===== src/rtl/vca_pkg.sv =====
package vca_pkg;
  localparam int DATA_W = 8;
  localparam int INTG_W = 10;
  typedef enum logic [1:0] {DIR_HOLD, DIR_UP, DIR_DN} dir_e;
endpackage


===== src/rtl/vca_loop.sv =====
module vca_loop import vca_pkg::*; #(
  parameter int              DW       = 8,
  parameter int              IW       = 10,
  parameter logic [DW-1:0]   TGT      = '0,
  parameter bit              ABOVE_UP = 1'b1,
  parameter int              INIT     = 512
) (
  input  logic          clk_i,
  input  logic          rst_ni,
  input  logic          en_i,
  input  logic          force_dn_i,
  input  logic [DW-1:0] sample_i,
  input  logic [IW-1:0] step_i,
  output logic [IW-1:0] val_o,
  output logic          up_o,
  output logic          dn_o
);
  localparam logic [IW-1:0] VMAX  = '1;
  localparam logic [IW-1:0] VINIT = IW'(INIT);

  dir_e          dir;
  logic [IW:0]   inc_w;
  logic [IW-1:0] nxt, val_q;
  logic          up_q, dn_q;

  always_comb begin
    dir = DIR_HOLD;
    if (force_dn_i)                   dir = DIR_DN;
    else if (en_i && sample_i > TGT)  dir = ABOVE_UP ? DIR_UP : DIR_DN;
    else if (en_i && sample_i < TGT)  dir = ABOVE_UP ? DIR_DN : DIR_UP;
  end

  assign inc_w = {1'b0, val_q} + {1'b0, step_i};

  always_comb begin
    case (dir)
      DIR_UP:  nxt = inc_w[IW] ? VMAX : inc_w[IW-1:0];
      DIR_DN:  nxt = (val_q < step_i) ? '0 : val_q - step_i;
      default: nxt = val_q;
    endcase
  end

  always_ff @(posedge clk_i or negedge rst_ni) begin
    if (!rst_ni) begin
      val_q <= VINIT;
      up_q  <= 1'b0;
      dn_q  <= 1'b0;
    end else begin
      val_q <= nxt;
      up_q  <= (dir == DIR_UP);
      dn_q  <= (dir == DIR_DN);
    end
  end

  assign val_o = val_q;
  assign up_o  = up_q;
  assign dn_o  = dn_q;

  a_r6_hold: assert property (@(posedge clk_i) disable iff (!rst_ni)
    (!en_i && !force_dn_i) |=> ($stable(val_o) && !up_o && !dn_o));
  a_r7_no_wrap_up: assert property (@(posedge clk_i) disable iff (!rst_ni)
    up_o |-> (val_o >= $past(val_o)));
  a_r7_no_wrap_dn: assert property (@(posedge clk_i) disable iff (!rst_ni)
    dn_o |-> (val_o <= $past(val_o)));
  a_r8_step_bound: assert property (@(posedge clk_i) disable iff (!rst_ni)
    1'b1 |=> (((val_o >= $past(val_o)) ? (val_o - $past(val_o))
                                       : ($past(val_o) - val_o)) <= $past(step_i)));
endmodule


===== src/rtl/vca_prechg.sv =====
module vca_prechg #(
  parameter int IW      = 10,
  parameter int PRE_WIN = 16,
  parameter int PRE_MUL = 8
) (
  input  logic          clk_i,
  input  logic          rst_ni,
  input  logic          sync_gate_i,
  input  logic          porch_gate_i,
  output logic [IW-1:0] step_o,
  output logic          porch_fall_o
);
  localparam int CW = $clog2(PRE_WIN + 1);
  localparam logic [CW-1:0] CMAX = CW'(PRE_WIN);

  logic          s_q, p_q, any_fall;
  logic [CW-1:0] cnt_q;

  assign porch_fall_o = p_q & ~porch_gate_i;
  assign any_fall     = (s_q & ~sync_gate_i) | porch_fall_o;

  always_ff @(posedge clk_i or negedge rst_ni) begin
    if (!rst_ni) begin
      s_q   <= 1'b0;
      p_q   <= 1'b0;
      cnt_q <= '0;
    end else begin
      s_q <= sync_gate_i;
      p_q <= porch_gate_i;
      if (any_fall && cnt_q != CMAX) cnt_q <= cnt_q + 1'b1;
    end
  end

  assign step_o = (cnt_q < CMAX) ? IW'(PRE_MUL) : IW'(1);

  a_r8_count_on_fall: assert property (@(posedge clk_i) disable iff (!rst_ni)
    !any_fall |=> $stable(cnt_q));
  a_r8_step_legal: assert property (@(posedge clk_i) disable iff (!rst_ni)
    (step_o == IW'(PRE_MUL)) || (step_o == IW'(1)));
endmodule


===== src/rtl/vca_syncmeas.sv =====
module vca_syncmeas #(
  parameter int DW  = 8,
  parameter int NOM = 64,
  parameter int TOL = 2
) (
  input  logic          clk_i,
  input  logic          rst_ni,
  input  logic          tip_cap_i,
  input  logic          blk_cap_i,
  input  logic [DW-1:0] y_i,
  input  logic          porch_fall_i,
  output logic          ok_o
);
  localparam logic signed [DW:0] LO = (DW+1)'(NOM - TOL);
  localparam logic signed [DW:0] HI = (DW+1)'(NOM + TOL);

  logic [DW-1:0]    tip_q, blk_q;
  logic signed [DW:0] diff;
  logic             ok_q;

  assign diff = $signed({1'b0, blk_q}) - $signed({1'b0, tip_q});

  always_ff @(posedge clk_i or negedge rst_ni) begin
    if (!rst_ni) begin
      tip_q <= '0;
      blk_q <= '0;
      ok_q  <= 1'b0;
    end else begin
      if (tip_cap_i)    tip_q <= y_i;
      if (blk_cap_i)    blk_q <= y_i;
      if (porch_fall_i) ok_q  <= (diff >= LO) && (diff <= HI);
    end
  end

  assign ok_o = ok_q;

  a_r9_update_on_fall: assert property (@(posedge clk_i) disable iff (!rst_ni)
    !porch_fall_i |=> $stable(ok_o));
endmodule


===== src/rtl/vca_fmt.sv =====
module vca_fmt #(
  parameter int DW = 8
) (
  input  logic          clk_i,
  input  logic          rst_ni,
  input  logic          valid_i,
  input  logic          twos_i,
  input  logic [DW-1:0] data_i,
  output logic [DW-1:0] data_o
);
  logic [DW-1:0] data_q;

  always_ff @(posedge clk_i or negedge rst_ni) begin
    if (!rst_ni)      data_q <= '0;
    else if (valid_i) data_q <= {data_i[DW-1] ^ twos_i, data_i[DW-2:0]};
  end

  assign data_o = data_q;

  a_r10_low_bits: assert property (@(posedge clk_i) disable iff (!rst_ni)
    valid_i |=> (data_o[DW-2:0] == $past(data_i[DW-2:0])));
  a_r10_hold: assert property (@(posedge clk_i) disable iff (!rst_ni)
    !valid_i |=> $stable(data_o));
endmodule


===== src/rtl/vid_level_ctrl.sv =====
module vid_level_ctrl #(
  parameter int DW       = vca_pkg::DATA_W,
  parameter int IW       = vca_pkg::INTG_W,
  parameter int TIP_CODE = 1,
  parameter int BLK_CODE = 64,
  parameter int CHR_CODE = 128,
  parameter int INIT     = 512,
  parameter int PRE_WIN  = 16,
  parameter int PRE_MUL  = 8,
  parameter int AMP_NOM  = 64,
  parameter int AMP_TOL  = 2
) (
  input  logic          clk_i,
  input  logic          rst_ni,
  input  logic          y_valid_i,
  input  logic [DW-1:0] y_data_i,
  input  logic          c_valid_i,
  input  logic [DW-1:0] c_data_i,
  input  logic          sync_gate_i,
  input  logic          porch_gate_i,
  input  logic          pw_en_ni,
  input  logic          y_twos_i,
  input  logic          c_twos_i,
  output logic [IW-1:0] y_gain_o,
  output logic [IW-1:0] y_ofs_o,
  output logic [IW-1:0] c_ofs_o,
  output logic          y_gain_up_o,
  output logic          y_gain_dn_o,
  output logic          y_ofs_up_o,
  output logic          y_ofs_dn_o,
  output logic          c_ofs_up_o,
  output logic          c_ofs_dn_o,
  output logic [DW-1:0] y_fmt_o,
  output logic [DW-1:0] c_fmt_o,
  output logic          gate_err_o,
  output logic          sync_ok_o
);
  localparam int NCH = 2;

  logic          overlap, sync_win, porch_win, pw_hit;
  logic          g_en, yo_en, co_en;
  logic [IW-1:0] step;
  logic          porch_fall;
  logic          err_q;

  assign overlap   = sync_gate_i & porch_gate_i;
  assign sync_win  = sync_gate_i & ~porch_gate_i;
  assign porch_win = porch_gate_i & ~sync_gate_i;
  assign g_en      = sync_win & y_valid_i;
  assign yo_en     = porch_win & y_valid_i;
  assign co_en     = porch_win & c_valid_i;
  // limiter acts on any valid full-scale sample, never during overlap
  assign pw_hit    = ~pw_en_ni & y_valid_i & (&y_data_i) & ~overlap;

  vca_prechg #(.IW(IW), .PRE_WIN(PRE_WIN), .PRE_MUL(PRE_MUL)) u_pre (
    .clk_i, .rst_ni, .sync_gate_i, .porch_gate_i,
    .step_o(step), .porch_fall_o(porch_fall));

  vca_loop #(.DW(DW), .IW(IW), .TGT(DW'(TIP_CODE)), .ABOVE_UP(1'b1), .INIT(INIT)) u_gain (
    .clk_i, .rst_ni, .en_i(g_en), .force_dn_i(pw_hit), .sample_i(y_data_i),
    .step_i(step), .val_o(y_gain_o), .up_o(y_gain_up_o), .dn_o(y_gain_dn_o));

  vca_loop #(.DW(DW), .IW(IW), .TGT(DW'(BLK_CODE)), .ABOVE_UP(1'b0), .INIT(INIT)) u_yofs (
    .clk_i, .rst_ni, .en_i(yo_en), .force_dn_i(1'b0), .sample_i(y_data_i),
    .step_i(step), .val_o(y_ofs_o), .up_o(y_ofs_up_o), .dn_o(y_ofs_dn_o));

  vca_loop #(.DW(DW), .IW(IW), .TGT(DW'(CHR_CODE)), .ABOVE_UP(1'b0), .INIT(INIT)) u_cofs (
    .clk_i, .rst_ni, .en_i(co_en), .force_dn_i(1'b0), .sample_i(c_data_i),
    .step_i(step), .val_o(c_ofs_o), .up_o(c_ofs_up_o), .dn_o(c_ofs_dn_o));

  vca_syncmeas #(.DW(DW), .NOM(AMP_NOM), .TOL(AMP_TOL)) u_meas (
    .clk_i, .rst_ni, .tip_cap_i(g_en), .blk_cap_i(yo_en), .y_i(y_data_i),
    .porch_fall_i(porch_fall), .ok_o(sync_ok_o));

  logic [NCH-1:0][DW-1:0] fmt_in, fmt_out;
  logic [NCH-1:0]         fmt_vld, fmt_twos;
  assign fmt_in   = {c_data_i, y_data_i};
  assign fmt_vld  = {c_valid_i, y_valid_i};
  assign fmt_twos = {c_twos_i, y_twos_i};

  for (genvar ch = 0; ch < NCH; ch++) begin : g_fmt
    vca_fmt #(.DW(DW)) u_fmt (
      .clk_i, .rst_ni, .valid_i(fmt_vld[ch]), .twos_i(fmt_twos[ch]),
      .data_i(fmt_in[ch]), .data_o(fmt_out[ch]));
  end
  assign y_fmt_o = fmt_out[0];
  assign c_fmt_o = fmt_out[1];

  always_ff @(posedge clk_i or negedge rst_ni) begin
    if (!rst_ni) err_q <= 1'b0;
    else         err_q <= overlap;
  end
  assign gate_err_o = err_q;

  a_r5_err_flag: assert property (@(posedge clk_i) disable iff (!rst_ni)
    (sync_gate_i && porch_gate_i) |=> gate_err_o);
  a_r5_frozen: assert property (@(posedge clk_i) disable iff (!rst_ni)
    (sync_gate_i && porch_gate_i) |=> ($stable(y_gain_o) && $stable(y_ofs_o) && $stable(c_ofs_o)
      && !y_gain_up_o && !y_gain_dn_o && !y_ofs_up_o && !y_ofs_dn_o && !c_ofs_up_o && !c_ofs_dn_o));
  a_r4_pw_prio: assert property (@(posedge clk_i) disable iff (!rst_ni)
    (!pw_en_ni && y_valid_i && (&y_data_i) && !(sync_gate_i && porch_gate_i))
      |=> (y_gain_dn_o && !y_gain_up_o));
  a_r1_strobe_excl: assert property (@(posedge clk_i) disable iff (!rst_ni)
    $countones({y_gain_up_o, y_gain_dn_o}) <= 1);
endmodule


===== config.mk =====
export PLATFORM = sky130hd
export DESIGN_NAME = vid_level_ctrl
export DESIGN_NICKNAME = d
export VERILOG_FILES = /design/src/rtl/vca_pkg.sv /design/src/rtl/vca_loop.sv /design/src/rtl/vca_prechg.sv /design/src/rtl/vca_syncmeas.sv /design/src/rtl/vca_fmt.sv /design/src/rtl/vid_level_ctrl.sv
export SDC_FILE = /design/constraint.sdc
export NUM_CORES = 1
export LEC_CHECK = 0
export ABC_AREA = 1
export BUFFER_PORTS_ARGS = -buffer_cell sky130_fd_sc_hd__buf_4
export CORE_UTILIZATION = 59
export CTS_CLUSTER_SIZE = 25
export DETAILED_ROUTE_END_ITERATION = 16
export GPL_TIMING_DRIVEN = 0
export HOLD_SLACK_MARGIN = 0.06
export PLACE_DENSITY = 0.91
export SLEW_MARGIN = 20
export SYNTH_ARGS = -nofsm -noshare
export SYNTH_HDL_FRONTEND = slang
export SYNTH_SLANG_ARGS = --single-unit

===== constraint.sdc =====
create_clock -name clk_i -period 6.2 [get_ports clk_i]
set_clock_uncertainty 0.2 [all_clocks]
set_input_delay 0.31 -clock clk_i [delete_from_list [all_inputs] [get_ports clk_i]]
set_output_delay 0.31 -clock clk_i [all_outputs]
set_load 0.02 [all_outputs]

## Word-level counts from Yosys, hierarchy flattened

Index checks and enable logic that the tools add are counted.

| word-level totals | value |
|---|---|
| bits in registers | 77 |
| output and inout bits | 54 |
| word-level logic and storage cells | 92 |

| operators by class | value |
|---|---|
| equality and inequality tests | 7 |
| bitwise logic cells | 18 |
| order comparisons | 12 |
| reductions and logical operators | 12 |
| add/subtract/negate cells | 8 |
| mux-type cells | 17 |

Operator list:

| operator | number |
|---|---|
| 10-bit two-way mux | 6 |
| 10-bit one-hot mux with 2 select lines | 3 |
| 10-bit by 4-bit adder with 11-bit output | 3 |
| 10-bit by 4-bit < comparator with 1-bit output | 3 |
| 10-bit by 4-bit subtractor with 10-bit output | 3 |
| 1-bit AND | 11 |
| 2-bit two-way mux | 5 |
| 9-bit by 7-bit >= comparator with 1-bit output (second input constant) | 1 |
| 9-bit by 8-bit <= comparator with 1-bit output (second input constant) | 1 |
| 8-bit by 8-bit subtractor with 9-bit output | 1 |
| 8-bit by 1-bit greater-than comparator with 1-bit output (second input constant) | 1 |
| 8-bit by 7-bit greater-than comparator with 1-bit output (second input constant) | 1 |
| 8-bit greater-than comparator (second input constant) | 1 |
| 1-bit logical AND | 8 |
| 8-bit by 1-bit < comparator with 1-bit output (second input constant) | 1 |
| 8-bit by 7-bit < comparator with 1-bit output (second input constant) | 1 |
| 8-bit < comparator (second input constant) | 1 |
| 8-bit AND reduction | 1 |
| 2-bit by 1-bit equality test with 1-bit output (second input constant) | 3 |
| 2-bit equality test (second input constant) | 3 |
| 2-bit nonzero test | 3 |
| 5-bit by 1-bit adder with 5-bit output (second input constant) | 1 |
| 5-bit < comparator (second input constant) | 1 |
| 5-bit != test (second input constant) | 1 |
| other kinds (5) | 10 |

## Depth between registers and ports, before layout

Gate-level depths: netlist of the first run.

| depth | value |
|---|---|
| depth in word-level cells | 9 |
| gate-level depth with buffers | 14 |
| mapped depth without buffers | 14 |

## By module

From an unflattened synthesis of the first run, not the netlist that was laid out.

| unflattened totals | value |
|---|---|
| cells, all modules | 1116 |
| area total of the unflattened synthesis | 7549.7 um^2 |

Modules (own cells, without submodules):

| module | area each (um^2) | seq. area each (um^2) | instances | cells each |
|---|---|---|---|---|
| vca_loop at u_cofs | 1755.4 | 301.5 | 1 | 268 |
| vca_loop at u_yofs | 1726.7 | 301.5 | 1 | 275 |
| vca_loop at u_gain | 1676.6 | 301.5 | 1 | 259 |
| vca_syncmeas | 1189.9 | 425.4 | 1 | 160 |
| vca_fmt | 321.6 | 200.2 | 2 | 38 |
| vca_prechg | 454.2 | 175.2 | 1 | 59 |
| vid_level_ctrl | 103.8 | 25.0 | 1 | 19 |

## Least setup slack after synthesis of the first run

OpenSTA, ideal clock, no wires.

| timing | value |
|---|---|
| path kind | input port to flip-flop |
| start | input port sync_gate_i |
| end | register u_gain.val_q[6] (netlist: u_gain.val_o[6]) |
| path slack | 4.035 ns |
| buffers on the path | 1 |
| library setup time | 0.082 ns |
| cell stages on the path | 12 |
| arrival | 1.883 ns |
| path through | inv_2 nor3_2 inv_1 nor2_1 nand2_1 nand2_1 inv_1 ha_1 inv_1 clkbuf_1 nor2_1 a31oi_1 |

| between the ends | value |
|---|---|
| cells in the longest elaborated chain, start to end | 8 |
| elaborated cells on any way between the ends | 14 |
| those cells by class | eq/ne (2); mux (4); bitwise (5); reduce/logical (3) |

RTL lines:

| what | line | text |
|---|---|---|
| start, declared | vid_level_ctrl.sv:19 | `input logic sync_gate_i,` |
| 1-bit AND | vid_level_ctrl.sv:47 | `assign sync_win = sync_gate_i & ~porch_gate_i;` |
| 1-bit AND | vid_level_ctrl.sv:49 | `assign g_en = sync_win & y_valid_i;` |
| 1-bit logical AND | vca_loop.sv:30 | `else if (en_i && sample_i < TGT) dir = ABOVE_UP ? DIR_DN : DIR_UP;` |
| 2-bit two-way mux | vca_loop.sv:30 |  |
| 2-bit two-way mux | vca_loop.sv:29 | `else if (en_i && sample_i > TGT) dir = ABOVE_UP ? DIR_UP : DIR_DN;` |
| 2-bit two-way mux * | vca_loop.sv:28 | `if (force_dn_i) dir = DIR_DN;` |
| 2-bit equality test or 2-bit by 1-bit equality test with 1-bit output (tied branches) | vca_loop.sv:36 | `case (dir)` |
| 10-bit one-hot mux with 2 select lines or 2-bit nonzero test (tied branches) | -- |  |
| end signal, assigned | vca_loop.sv:49 | `val_q <= nxt;` |
| end, declared | vca_loop.sv:23 | `logic [IW-1:0] nxt, val_q;` |

Mark *: on every way between the ends. The rest lies on a longest branch, timed or not.
A chain may end at the register's enable or synchronous reset.

## Final worst setup path of the first run

| timing | value |
|---|---|
| start | input port y_valid_i |
| end | register u_gain.val_q[5] (netlist: u_gain.val_o[5]) |

| between the ends | value |
|---|---|
| cells in the longest elaborated chain, start to end | 7 |
| elaborated cells on any way between the ends | 13 |
| those cells by class | eq/ne (2); mux (4); bitwise (4); reduce/logical (3) |

RTL lines:

| what | line | text |
|---|---|---|
| start, declared | vid_level_ctrl.sv:15 | `input logic y_valid_i,` |
| 1-bit AND | vid_level_ctrl.sv:49 |  |
| 1-bit logical AND | vca_loop.sv:30 |  |
| 2-bit two-way mux | vca_loop.sv:30 |  |
| 2-bit two-way mux | vca_loop.sv:29 |  |
| 2-bit two-way mux * | vca_loop.sv:28 |  |
| 2-bit equality test or 2-bit by 1-bit equality test with 1-bit output (tied branches) | vca_loop.sv:36 |  |
| 10-bit one-hot mux with 2 select lines or 2-bit nonzero test (tied branches) | -- |  |

Marks and branches as above.

==> results of run 1 <==
-- timing repair --
| item | CTS | global route |
|---|---|---|
| setup buffers | 0 | 0 |
| hold buffers | 21 | 0 |
| endpoints found under the hold margin | 94 | 0 |
-- power by group --
group	total (mW)	leakage (nW)	internal, mW	switching, mW
Clock	0.404	0.0984	0.192	0.212
Combinational	1.38	2.39	0.530	0.855
Sequential	0.782	0.910	0.629	0.153
Total	2.57	3.40	1.35	1.22
-- per-stage QoR --
stage | util | hold WS (ns)
after floorplan | - | -0.186
after global placement | 0.692 | 0.243
after detailed placement | 0.692 | 0.243
after CTS | 0.740 | 0.0601
after global routing | 0.740 | 0.0775
final | 0.740 | 0.0525
-- per-layer routing --
layer	global-route usage	part of all wire
met1	0.377	0.41
met2	0.540	0.50
met3	0.0417	0.064
met4	0.127	0.029
met5	0	0
-- synthesized netlist by cell type, types with 4 or more instances --
cell type	instances
clkbuf_1	5
xor2_1	32
nand3_1	64
inv_1	100
o21ai_0	46
inv_2	7
nor2_1	66
buf_2	5
buf_4	4
a21oi_1	23
a31oi_1	11
dfrtp_1	74
nand4_1	9
o21ai_1	4
mux2_2	5
ha_1	31
nor2_2	8
nand2_1	195
-- layout by cell type (no fill, tap or decap), drive strengths merged, types with 3 or more instances in the layout --
master       netlist  routed
a21oi             24      24
a22oi              3       3
a31oi             11      11
buf                9      87
clkbuf             5      14
clkinv             2       3
dfrtp             74      74
dfstp              3       3
dlygate4sd3        0      21
ha                31      31
inv              108     111
mux2               5       5
nand2            199     199
nand3             66      66
nand4              9       9
nor2              78      78
nor3               6       6
o21ai             53      53
or2                4       4
xnor2              3       3
xor2              32      32
-- critical path, cell delays in order --
cell	delay, ns
dlygate4sd3_1	0.53
buf_4	0.14
inv_1	0.12
nor3_2	0.29
inv_1	0.14
nor2_1	0.14
nand2_1	0.07
nand2_1	0.09
ha_1	0.25
clkinv_1	0.32
nor2_2	0.49
nand2_1	0.12
nand3_1	0.08
o21ai_0	0.09
inv_1	0.07
-- final cells by class --
cell class / instances / area [sq um]
Inverter: 110 / 420
Clock buffer: 9 / 124
Tap cell: 108 / 135
Timing Repair Buffer: 99 / 796
Multi-Input combinational cell: 533 / 2920
Clock inverter: 7 / 82.6
Buffer: 14 / 73.8
Fill cell: 615 / 2280
Sequential cell: 77 / 1930
-- kinds of logic (layout without fill, tap and decap cells) --
logic type,Yosys count,after routing
AOI/OAI and AO/OA,95,95
xor gates and xnor gates,35,35
adders and majority gates,32,32
buffers and inverters,124,239
DFF,77,77
muxes,5,5
and+or+nand+nor,366,366
-- registers in the layout (all words and copies together), names as in the netlist, 5 cells and up --
signal and count:
u_cofs.val_o 10, u_yofs.val_o 10, u_pre.cnt_q 5, u_meas.tip_q 8, u_meas.blk_q 8, u_gain.val_o 10
g_fmt.u_fmt.data_o 16
-- final timing paths --
check | startpoint | to | slack [ns] | cells past startpoint
setup / recovery | y_valid_i | u_gain.val_o[5] | 3.06 | 15
hold / removal | y_twos_i | g_fmt[0].u_fmt.data_o[7] | 0.05 | 3
setup reg to reg | u_pre.cnt_q[4] | u_gain.val_o[5] | 3.43 | 11
hold reg to reg | u_meas.ok_o | u_meas.ok_o | 0.29 | 2
max in group asynchronous | rst_ni | u_cofs.val_o[2] | 4.73 | 2
min in group asynchronous | rst_ni | u_yofs.val_o[7] | 0.41 | 2
==> results.ini, run 1 <==
[status]
status=complete, no violations

[global_route]
grt_pass1_wl_um=23600
grtUsageTotal=0.307
grt.overflow.total=0
antenna_found_initial=0
grt_max_degree=78
grt_pass1_vias=5152

[placement]
gp_congestion=0.971
dpl_worst_slack_ns=3.38
dpl.hpwl_um=9940
portBuffers=78
placed_area_sq_mm=0.00607
place_inst=920

[synthesis]
synthFlopType=dfrtp_1
ys_seq_elements=77
yosysWarnings=0
synth_cells=734
syn_nets=791
yosysTopAreaCellShare=0.346
synth_mux_area_frac=0.0105
synth_top_area_cell=dfrtp_1
synth_top_family_by_area=simple AND/OR/NAND/NOR gates
ys_seq_area_frac=0.361
synth_edf_count=0
yosys.area_share.xor_xnor=0.0573
synth_area_leaders=dfrtp_1 35%, nand2_1 14%, ha_1 7.3%
syn_area_sq_mm=0.00535
syn_avg_cell_area_sq_um=7.28
ys_async_sr_fraction=1.00
synthAdderAreaFrac=0.0763
yosysUniqueCellTypes=44
synth_compound_area_frac=0.100
yosys.area_share.simple=0.302

[layout]
final_cell_area_sq_mm=0.00648
syn2layout_area_growth_pct=21.3
layout.nets=901
layout-drive-gt1-share=0.176
final-instance-count-excl-fill=957
n_antenna_cell=0

[setup_path]
required_ns=6.31
crit_type=input pin to register
path_max_fanout=10
end_kind=register
critPathLaunchType=input pin
crit_arrival_ns=3.26

[routing]
ant_nets=0
drt-wirelength-per-cell_um=14.5
vias=5350
drc_errors=0
totalWireLength_um=13900
drtIter0Drc=311
via_per_inst=5.59
drt_pass1_iterations=5

[pwr]
power.density_mw_per_mm2=397
leakagePower_nw=3.40
power_mw=2.57
vdd_drop_max_v=0.000205

[timing]
worst_pin_slew_ns=0.971
report.final.slew_viol_count=0
post-route-min-period_ns=3.14
period_share=0.507
rsz0062_at_grt=false
finalHoldViolCount=0
timing.setup.tns_ns=0
fmax_mhz=318
setup_viol=0
setup_slack_ns=3.06
slew-limit-headroom=0.353

[die]
start_util=0.610
die_h_um=97.2
die_w_um=97.2
die-area_sq_mm=0.00945
coreArea_sq_mm=0.00876
rows=34
pin_count=79

[clock_tree]
clock_path_buffers=2
clk_latency_ns=0.37
root_buffer=clkbuf_8
cts_max_level=3
path_clk_slew_ns=0.09
cts_sinks=77
cts-resized-gates=0
numCtsBuffers=9
tritoncts=done

[worst_hold_path]
hold_path.class=input pin to register

[job]
maxCapViolations=0

No activity file was read; power rests on OpenSTA's default activity.
==> run 2: changes to the inputs <==
--- a/config.mk
+++ b/config.mk
@@ -7,12 +7,12 @@
 export LEC_CHECK = 0
 export ABC_AREA = 1
 export BUFFER_PORTS_ARGS = -buffer_cell sky130_fd_sc_hd__buf_4
-export CORE_UTILIZATION = 59
+export CORE_UTILIZATION = 53
 export CTS_CLUSTER_SIZE = 25
 export DETAILED_ROUTE_END_ITERATION = 16
 export GPL_TIMING_DRIVEN = 0
 export HOLD_SLACK_MARGIN = 0.06
-export PLACE_DENSITY = 0.91
+export PLACE_DENSITY = 0.87
 export SLEW_MARGIN = 20
 export SYNTH_ARGS = -nofsm -noshare
 export SYNTH_HDL_FRONTEND = slang
==> constraint.sdc (replaced) <==
create_clock -name clk_i -period 2.66 [get_ports clk_i]
set_clock_uncertainty 0.2 [all_clocks]
set_input_delay 0.133 -clock clk_i [delete_from_list [all_inputs] [get_ports clk_i]]
set_output_delay 0.133 -clock clk_i [all_outputs]
set_load 0.02 [all_outputs]
==> results.ini, run 2 (synthesis gave the netlist of run 1 again) <==
[status]
status=complete, no violations

[die]
die_w_um=102  ; +5.4%
coreArea_sq_mm=0.00977  ; +12%
rows=36  ; +5.9%
die-area_sq_mm=0.0105  ; +11%
pin_count=79  ; unchanged
start_util=0.547  ; -0.0631
die_h_um=102  ; +5.4%

[layout]
syn2layout_area_growth_pct=27.2
final-instance-count-excl-fill=1005  ; +5.0%
n_antenna_cell=0  ; unchanged
most-common-layout-cells=195 x nand2_1, 99 x inv_1, 89 x buf_4
final_cell_area_sq_mm=0.00680  ; +4.9%
nFillCells=798  ; +30%
layout.nets=924  ; +2.6%
layout-drive-gt1-share=0.186  ; +0.0103
final_common_cell=nand2_1
largest_reg_flops=16  ; unchanged

[setup_path]
crit_path_end=u_gain.val_o[5]
rr_worst_depth=12  ; +1
required_ns=2.73  ; -3.58 ns
cp.depth=14  ; -1
path_max_fanout=7  ; -3
cp_cell_sequence=dlygate4sd3_1 > buf_4 > inv_1 > nor4_1 > nand3_1 > nand3_1 > ha_2 > clkinvlp_4 > nand2_1 > nand2_1 > inv_1 > nand3_1 > o21ai_0 > inv_1
r2r_slack_ns=0.32  ; -3.11 ns
timing.rr.start=u_pre.cnt_q[4]
cp_slowest_cell=dlygate4sd3_1
crit_path_max_incr_delay_ns=0.54  ; about the same
cp_top_family=buffers and inverters
end_kind=register
crit_buf_inv=6  ; unchanged
critPathLaunchType=input pin
crit_path_start=y_data_i[7]
r2r_end=u_yofs.val_o[7]
crit_arrival_ns=2.44  ; -0.82 ns
crit_type=input pin to register

[clock_tree]
tritoncts=done
clock_path_buffers=2  ; unchanged
path_clk_slew_ns=0.09  ; about the same
root_buffer=clkbuf_8
clk_latency_ns=0.38  ; about the same
cts_sinks=77  ; unchanged
numCtsBuffers=9  ; unchanged
cts_max_level=3  ; unchanged

[worst_hold_path]
hold_path.class=input pin to register

[pwr]
leakagePower_nw=3.51  ; +3.3%
vdd_drop_max_v=0.000510  ; +150%
power.density_mw_per_mm2=902  ; +130%

[global_route]
grt_pass1_wl_um=21600  ; -8.3%
antenna_found_initial=0  ; unchanged
grt.overflow.total=0  ; unchanged
grt_max_degree=78  ; unchanged
grtUsageTotal=0.264  ; -0.0429
grt_pass1_vias=4757  ; -7.7%

[placement]
place_inst=945  ; +2.7%
placed_area_sq_mm=0.00610  ; +0.52%
dpl.hpwl_um=8900  ; -10%
portBuffers=78  ; unchanged
gp_congestion=0.926  ; -4.6%
dpl_worst_slack_ns=-0.0208  ; -3.40 ns

[timing]
setup_viol=0  ; unchanged
slew-limit-headroom=0.687  ; +0.334
finalHoldViolCount=0  ; unchanged
setup_slack_ns=0.292  ; -2.76 ns
period_share=0.890
post-route-min-period_ns=2.37
hold-worst-slack_ns=0.0787  ; +0.0261 ns
rsz0062_at_grt=false
fmax_mhz=422
timing.setup.tns_ns=0  ; unchanged
worst_pin_slew_ns=0.469  ; -0.502 ns
report.final.slew_viol_count=0  ; unchanged

[routing]
via_per_inst=5.15  ; -7.8%
drt_pass1_iterations=5  ; unchanged
drtIter0Drc=229  ; -26%
vias=5180  ; -3.2%
drc_errors=0  ; unchanged
totalWireLength_um=13200  ; -5.6%
drt-wirelength-per-cell_um=13.1  ; -10%
ant_nets=0  ; unchanged

[job]
maxCapViolations=0  ; unchanged

-- run 2: changes by cell type in the layout (fill, tap and decap cells not counted), sizes merged --
cell	before	now
clkinv	3	2
buf	87	95
bufinv	1	3
dlygate4sd3	21	36
clkinvlp	2	3
inv	111	109
-- run 2: worst register-to-register path, stage by stage, from the launching register on --
cell and delay, ns:
dfrtp_2 0.42, buf_4 0.16, ha_1 0.24, ha_1 0.21, nand3_1 0.09, nand2_1 0.17
nand2_2 0.09, nor2_2 0.15, inv_2 0.08, nand2_2 0.12, nand3b_1 0.12, nand2_1 0.06
a21oi_1 0.15
-- run 2: final cells by class --
cell class | count | area, sq um | share of cell area
sequential | 77 | 1930 | 0.284
tap | 133 | 166 | 0.0245
timing repair buffer | 122 | 1030 | 0.151
clock buffer | 9 | 124 | 0.0182
clock inverter | 7 | 123 | 0.0180
multi-input combinational | 533 | 2930 | 0.431
inverter | 110 | 424 | 0.0624
buffer | 14 | 77.6 | 0.0114
-- run 2: where the power goes --
part | switching (mW) | internal (mW) | total, mW | leakage [nW]
sequential | 0.313 | 1.47 | 1.78 | 0.909
clock | 0.491 | 0.628 | 1.12 | 0.116
combinational | 1.95 | 1.28 | 3.23 | 2.48
-- run 2: worst min-delay path by stage --
stage | start | to | slack (ns) | cells past startpoint
final | pw_en_ni | u_gain.up_o | 0.08 | 6
after global routing | pw_en_ni | u_gain.up_o | 0.16 | 6
after CTS | pw_en_ni | u_gain.up_o | 0.07 | 6
after detailed placement | sync_gate_i | u_pre.s_q | 0.07 | 1
after global placement | sync_gate_i | u_pre.s_q | 0.07 | 1
after floorplan | rst_ni | g_fmt[0].u_fmt.data_o[0] | -0.36 | 0
-- run 2: metal layers --
layer,GRT usage,vias up,part of all wire
met5,0,-,0
met4,0.0758,0,0.010
met3,0.0581,12,0.060
met2,0.435,165,0.48
met1,0.347,2396,0.45
li1,-,2607,-
-- run 2: timing repair --
action / in CTS / in global routing
setup endpoints to repair: 1 / 11
gates resized for setup: 1 / 8
hold buffers: 35 / 1
endpoints found under the hold margin: 114 / 17
buffers inserted: 0 / 7
-- run 2: stage by stage --
step / utilization / power (mW)
2_1_floorplan: - / 4.03
3_3_place_gp: 0.624 / 4.82
3_5_place_dp: 0.624 / 4.88
4_1_cts: 0.685 / 6.07
5_1_grt: 0.696 / 6.65
6_report: 0.696 / 6.13
